**config.mk**
```make
export PLATFORM = sky130hd
export DESIGN_NAME = pipe_burst_sram
export DESIGN_NICKNAME = d
export VERILOG_FILES = /design/src/rtl/pipe_burst_sram.sv
export SDC_FILE = /design/constraint.sdc
export NUM_CORES = 2
export LEC_CHECK = 0
export BUFFER_PORTS_ARGS = -buffer_cell sky130_fd_sc_hd__buf_2
export CAP_MARGIN = 15
export CELL_PAD_IN_SITES_DETAIL_PLACEMENT = 2
export CELL_PAD_IN_SITES_GLOBAL_PLACEMENT = 2
export CORE_AREA = 4 4 560 562
export CTS_BUF_LIST = sky130_fd_sc_hd__clkbuf_4
export CTS_CLUSTER_SIZE = 16
export DETAILED_ROUTE_END_ITERATION = 7
export DIE_AREA = 0 0 564 566
export MAX_ROUTING_LAYER = met4
export PLACE_DENSITY = 0.62
export SYNTH_ARGS = -nofsm -noshare
export SYNTH_HDL_FRONTEND = slang
export SYNTH_SLANG_ARGS = --single-unit
```
**constraint.sdc**
```tcl
create_clock -name clk -period 3.8 [get_ports clk]
set_clock_uncertainty 0.1 [all_clocks]
set_input_delay 0 -clock clk [delete_from_list [all_inputs] [get_ports clk]]
set_output_delay 0 -clock clk [all_outputs]
set_load 0.02 [all_outputs]
```
**src/rtl/pipe_burst_sram.sv**
```systemverilog
module pipe_burst_sram #(
  parameter int AW    = 6,
  parameter int LANES = 4,
  parameter int LW    = 9
) (
  input  logic                  clk,
  input  logic                  rst_n,
  input  logic                  stall,
  input  logic                  en1_n,
  input  logic                  en2,
  input  logic                  en3_n,
  input  logic                  load_n,
  input  logic                  wr_n,
  input  logic [LANES-1:0]      lane_wen_n,
  input  logic [AW-1:0]         addr,
  input  logic [LANES*LW-1:0]   wdata,
  input  logic                  burst_lin,
  input  logic                  out_en_n,
  input  logic                  sleep,
  output logic [LANES*LW-1:0]   rdata,
  output logic                  rvalid
);
  localparam int DW    = LANES * LW;
  localparam int DEPTH = 1 << AW;

  logic [DW-1:0] mem [DEPTH];

  logic slp1, slp2;
  logic act, op_wr;
  logic [AW-1:0] base;
  logic [1:0] cnt;
  logic p1_v, p1_wr, p2_v, rv_q;
  logic [AW-1:0] p1_a, p2_a;
  logic [LANES-1:0] p1_m, p2_m;
  logic [DW-1:0] rd_q, fwd;

  wire run = !stall && !slp2;
  wire sel = !en1_n && en2 && !en3_n;

  wire [1:0]    nxt_cnt  = load_n ? cnt + 2'd1 : 2'd0;
  wire [AW-1:0] start    = load_n ? base : addr;
  wire [1:0]    low      = burst_lin ? start[1:0] + nxt_cnt : start[1:0] ^ nxt_cnt;
  wire [AW-1:0] ea       = {start[AW-1:2], low};
  wire          issue    = load_n ? act : sel;
  wire          issue_wr = load_n ? op_wr : !wr_n;
  wire          hit      = p2_v && (p2_a == p1_a);

  always_comb begin
    for (int i = 0; i < LANES; i++)
      fwd[i*LW +: LW] = (hit && !p2_m[i]) ? wdata[i*LW +: LW] : mem[p1_a][i*LW +: LW];
  end

  always_ff @(posedge clk) begin
    if (!rst_n) begin
      slp1 <= 1'b0;
      slp2 <= 1'b0;
      act  <= 1'b0;
      cnt  <= 2'd0;
      p1_v <= 1'b0;
      p2_v <= 1'b0;
      rv_q <= 1'b0;
    end else begin
      slp1 <= sleep;
      slp2 <= slp1;
      if (run) begin
        if (!load_n) act <= sel;
        cnt  <= nxt_cnt;
        p1_v <= issue;
        p2_v <= p1_v && p1_wr;
        rv_q <= p1_v && !p1_wr;
      end
    end
  end

  always_ff @(posedge clk) begin
    if (run) begin
      if (!load_n) begin
        op_wr <= !wr_n;
        base  <= addr;
      end
      p1_wr <= issue_wr;
      p1_a  <= ea;
      p1_m  <= lane_wen_n;
      p2_a  <= p1_a;
      p2_m  <= p1_m;
      if (p1_v && !p1_wr) rd_q <= fwd;
      if (rst_n && p2_v)
        for (int i = 0; i < LANES; i++)
          if (!p2_m[i]) mem[p2_a][i*LW +: LW] <= wdata[i*LW +: LW];
    end
  end

  assign rvalid = rv_q && !out_en_n && !slp2;
  assign rdata  = rvalid ? rd_q : '0;

  p_stall_hold_r6: assert property (@(posedge clk) disable iff (!rst_n)
    stall |=> $stable(rv_q) && $stable(p1_v) && $stable(p2_v) && $stable(cnt) && $stable(act));

  p_sleep_freeze_r8: assert property (@(posedge clk) disable iff (!rst_n)
    slp2 |=> $stable(rv_q) && $stable(p1_v) && $stable(p2_v) && $stable(cnt) && $stable(act));

  p_wpipe_origin_r2: assert property (@(posedge clk) disable iff (!rst_n)
    p2_v && $past(run) |-> $past(p1_v && p1_wr));

  p_rvalid_origin_r1: assert property (@(posedge clk) disable iff (!rst_n)
    $rose(rv_q) |-> $past(p1_v && !p1_wr));

  p_desel_empty_r5: assert property (@(posedge clk) disable iff (!rst_n)
    run && !load_n && !sel |=> !p1_v && !act);

  p_burst_step_r4: assert property (@(posedge clk) disable iff (!rst_n)
    run && act && load_n |=> cnt == $past(cnt) + 2'd1);
endmodule

```
# Yosys cells after proc, flatten, opt, wreduce, memory -nomap -nowiden
# Memories as Yosys holds them, arrays and structs flattened. A register that Yosys moved wholly into a read port is not among the register bits.
# Index checks and enable logic that the tools add are counted.
dict set report word_totals {
  regBits 70
  ramBits 2304
  out_inout_bits 37
  word_cells 72
  memories 1
}
# name depth word_bits rd rd_ports_with_merged_regs wr line
set memory_table {}
lappend memory_table {mem 64 36 1 1 1 26} ;# logic [DW-1:0] mem [DEPTH];
dict set report classes {
  n_addsub 2
  n_eq_ne 1
  n_mux 27
  bitwise_logic 2
  reduce_logical 26
}
# cell count
set ops {}
lappend ops {{$mux 36} 1}
lappend ops {{$mux 9} 4}
lappend ops {{$mux 1} 18}
lappend ops {{$logic_and 1x1->1} 13}
lappend ops {{$mux 6} 2}
lappend ops {{$logic_not 1->1} 11}
lappend ops {{$eq 6x6->1} 1}
lappend ops {{$mux 2} 2}
lappend ops {{$reduce_and 2->1} 2}
lappend ops {{$add 2x1->2 const B} 1}
lappend ops {{$add 2x2->2} 1}
lappend ops {{$xor 2x2->2} 1}
lappend ops {{$not 1->1} 1}

# Logic depth before layout (Yosys ltp)
dict set report logic_depth {
  depth_word 5
  mapped_depth 11
  depth_no_buf 6
}

# Worst setup path before layout
# No wires, ideal clock.
dict set report synth_timing {
  kind {reg2reg}
  startpoint {register slp2}
  endpoint {register rd_q[0] (enable)}
  setup_time_ns 0.484
  arrival_ns 3.550
  required_time_ns 3.216
  path_slack_ns -0.334
  path_stages_with_launch 4
  path_buffers 1
  cell_sequence {dfxtp_1 -> or2_2 -> clkbuf_1 -> nor3b_1}
}
dict set report synth_via {
  elab_chain_len 3
}
# item line
set synth_rtl {}
lappend synth_rtl {{start, declared} 28} ;# logic slp1, slp2;
lappend synth_rtl {{start signal, assigned} 64} ;# slp2 <= slp1;
lappend synth_rtl {{$logic_not 1->1} 37} ;# wire run = !stall && !slp2;
lappend synth_rtl {{$logic_and 1x1->1} 37}
lappend synth_rtl {{$reduce_and 2->1 (no source line)} n/a}
lappend synth_rtl {{end signal, assigned} 86} ;# if (p1_v && !p1_wr) rd_q <= fwd;
lappend synth_rtl {{end, declared} 35} ;# logic [DW-1:0] rd_q, fwd;
# No other way between the ends.
# A chain may end at the register's enable or synchronous reset.

==> results.sh <==
export IMPL_track_usage_pct=18.8
export IMPL_initialDrtViolationCount=4983
export IMPL_rsz0062_at_grt="false"
export IMPL_viasPerCell=5.02
export IMPL_cts_sinks=2376
export IMPL_r2r_end="rd_q[25]$_DFFE_PP_"
export IMPL_nets=5706
export IMPL_power_frac_clock_pct=40.7
export IMPL_setup_slack_ns=0.327
export IMPL_powerDensity_mw_per_mm2=519
export IMPL_seq_power_share_pct=50.6
export IMPL_power_mw=57.3
export IMPL_fp_dieArea_mm2=0.319
export IMPL_synth_top_area_share_pct=76.9
export IMPL_drt_total_wl_um=296000
export IMPL_p_sw_mw=14.2
export IMPL_arrival_ns=4.46
export IMPL_grt_pass1_wl_um=425000
export IMPL_synth_fa_ha_area_share_pct=0.0136
export IMPL_cts_path_max_buffers=4
export IMPL_p_sw_share_pct=24.8
export IMPL_finalHoldViolations=0
export IMPL_leakage_nw=36.6
export IMPL_outcome="complete, no violations"
export IMPL_boundaryPins=94
export IMPL_drv_slew=0
export IMPL_seq_area_frac_synth_pct=77.1
export IMPL_ys_warn_count=0
export IMPL_drive_gt1_share_pct=33.1
export IMPL_remaining_drc_errors=0
export IMPL_place_ws_ns=0.303
export IMPL_grt_ovfl_total=0
export IMPL_synth_compound_area_share_pct=3.03
export IMPL_rows=204
export IMPL_start_util_pct=29.9
export IMPL_port_buffers=93
export IMPL_setup_worst_path_end_class="register"
export IMPL_path_clk_slew_ns=0.06
export IMPL_drt_wirelength_per_cell_um=28.9
export IMPL_synth_edff_count=2363
export IMPL_grt_start_max_net_pins=86
export IMPL_syn_inst=4605
export IMPL_most_common_layout_cells="edfxtp_1, clkbuf_4, mux4_2"
export IMPL_ant_nets=0
export IMPL_synth_xor_area_share_pct=0.0759
export IMPL_firstDrtPassIters=5
export IMPL_async_flop_share_pct=0
export IMPL_place_gp_congestion=0.799
export IMPL_mostFrequentLayoutCell="edfxtp_1"
export IMPL_chipHeight_um=566
export IMPL_crit_type="reg2reg"
export IMPL_synth_area_mm2=0.0923
export IMPL_min_path_cells=4
export IMPL_relSlewSlack_pct=16.5
export IMPL_synth_simple_area_share_pct=3.35
export IMPL_place_detailed_hpwl_um=183000
export IMPL_hold_buffers=178
export IMPL_p_int_mw=43.1
export IMPL_min_delay_worst_endpoint="base[3]$_DFFE_PN_"
export IMPL_synth_top_family_by_area="multiplexers"
export IMPL_synthMuxAreaShare_pct=14.9
export IMPL_core_area_mm2=0.308
export IMPL_whs_ns=0.148
export IMPL_grt_pass1_vias=56800
export IMPL_post_cts_buffers=0
export IMPL_hold_path_class="in2reg"
export IMPL_synth_ff_latch_count=2376
export IMPL_crit_path_start_kind="register"
export IMPL_fin_crit_sh_pct=91.4
export IMPL_synth_area_top_cells="edfxtp_1, mux4_2, mux2i_1, a22oi_1, nor2_1"
export IMPL_ys_flop_type="edfxtp_1"
export IMPL_fp_dieW_um=564
export IMPL_fmax_ghz=0.288
export IMPL_period_needed_ns=3.47
export IMPL_syn_nets=4663
export IMPL_worstPathRequired_ns=4.79
export IMPL_min_delay_start="addr[3]"
export IMPL_p_comb_share_pct=8.7
export IMPL_cap_violations=0
export IMPL_synth_area_leader_cell="edfxtp_1"
export IMPL_rr_worst_depth=7
export IMPL_syn_area_per_cell_um2=20.0
export IMPL_root_buffer="clkbuf_4"
export IMPL_clk_latency_ns=1.49
export IMPL_path_max_fanout=40
export IMPL_tightest_slew_ns=1.25
export IMPL_vias=51500
export IMPL_cts_resized=0
export IMPL_setup_violations=0
export IMPL_synth_cell_type_count=51
export IMPL_fin_tns_setup_ns=0
export IMPL_cts_made_buffers=643
export IMPL_synthToLayoutAreaGrowth_pct=19.7
export IMPL_irDropWorstVdd_uv=293
export IMPL_h_tree_depth=6
export IMPL_cts_tree="built"
export IMPL_rrSetupSlack_ns=0.33
export IMPL_antenna_found_initial=10
-- how the worst max path moves through the flow --
stage,start,end,slack [ns],cells after the start
floorplan,slp2$_SDFF_PN0_,rd_q[0]$_DFFE_PP_,0.97,3
global placement,register,rd_q[25]$_DFFE_PP_,0.41,7
detailed placement,register,rd_q[25]$_DFFE_PP_,0.30,7
CTS,rv_q$_SDFFE_PN0N_,rdata[26],0.04,4
global route,rv_q$_SDFFE_PN0N_,rdata[26],0.11,4
finish,register,rd_q[25]$_DFFE_PP_,0.33,7
-- cell usage after synthesis (all sizes together), types with 35 or more instances --
| master | number |
|---|---|
| edfxtp | 2363 |
| mux4 | 423 |
| mux2i | 384 |
| nor2 | 272 |
| nand2 | 210 |
| a22oi | 181 |
| buf | 162 |
| clkbuf | 114 |
| o21ai | 69 |
| nand3 | 67 |
| nand4 | 48 |
| o22ai | 44 |
| a21oi | 43 |
| and2 | 41 |
| a211oi | 35 |
-- power groups by stage --
stage / Combinational, mW / Sequential (mW) / Clock, mW
6_report: 5.00 / 29.0 / 23.3
5_1_grt: 5.32 / 29.0 / 25.6
4_1_cts: 5.08 / 29.0 / 24.1
3_5_place_dp: 4.86 / 29.6 / 0
3_3_place_gp: 4.72 / 29.6 / 0
2_1_floorplan: 2.92 / 29.4 / 0
-- kinds of logic after synthesis --
kind of cell | after synthesis
flip-flops | 2376
multiplexers | 839
AND/OR/NAND/NOR | 691
AO/OA/AOI/OAI | 412
buffers and inverters | 278
XOR/XNOR | 8
adder cells (fa/ha/maj) | 1
-- sequential cells by signal (all words and copies together) (netlist names), named ones only --
| register | count |
|---|---|
| mem | 2304 |
| rd_q | 36 |
| base | 6 |
| p2_a | 6 |
| p1_m | 4 |
| p2_m | 4 |
| cnt | 2 |
| p1_a | 2 |
| p1_v | 1 |
| p1_wr | 1 |
| p2_v | 1 |
| rv_q | 1 |
| slp1 | 1 |
| slp2 | 1 |
-- critical path, cell delays in order, from the launching register on --
cell	delay, ns
dfxtp_4	0.93
buf_4	0.63
mux4_2	0.40
mux4_2	0.49
nand2_1	0.11
o211ai_1	0.16
o31ai_1	0.14
a21oi_1	0.12
-- layout make-up --
cell class / count / area, µm²
tap: 4120 / 5150
timing repair buffer: 674 / 6040
antenna: 8 / 20.0
fill: 30500 / 198000
clock inverter: 159 / 1010
sequential: 2376 / 71200
multi-input combinational: 1951 / 19800
inverter: 2 / 7.51
clock buffer: 960 / 7210
-- metrics by stage --
step | utilization (%) | instance area [µm²] | std cells
3_5_place_dp | 32.5 | 100000 | 8945
2_1_floorplan | - | 92300 | 4605
5_1_grt | 35.8 | 110000 | 10200
4_1_cts | 35.8 | 110000 | 10200
6_report | 35.8 | 110000 | 10300
3_3_place_gp | 32.5 | 100000 | 8945
-- metal layers --
metal,up-vias,GRT usage [%],part of all wire (%)
met4,0,6.00,2.9
met3,502,3.91,6.3
met2,1870,30.5,50
met5,-,-,0
met1,27700,23.6,41
li1,21400,-,-
Power figures use the tool's default switching activity.
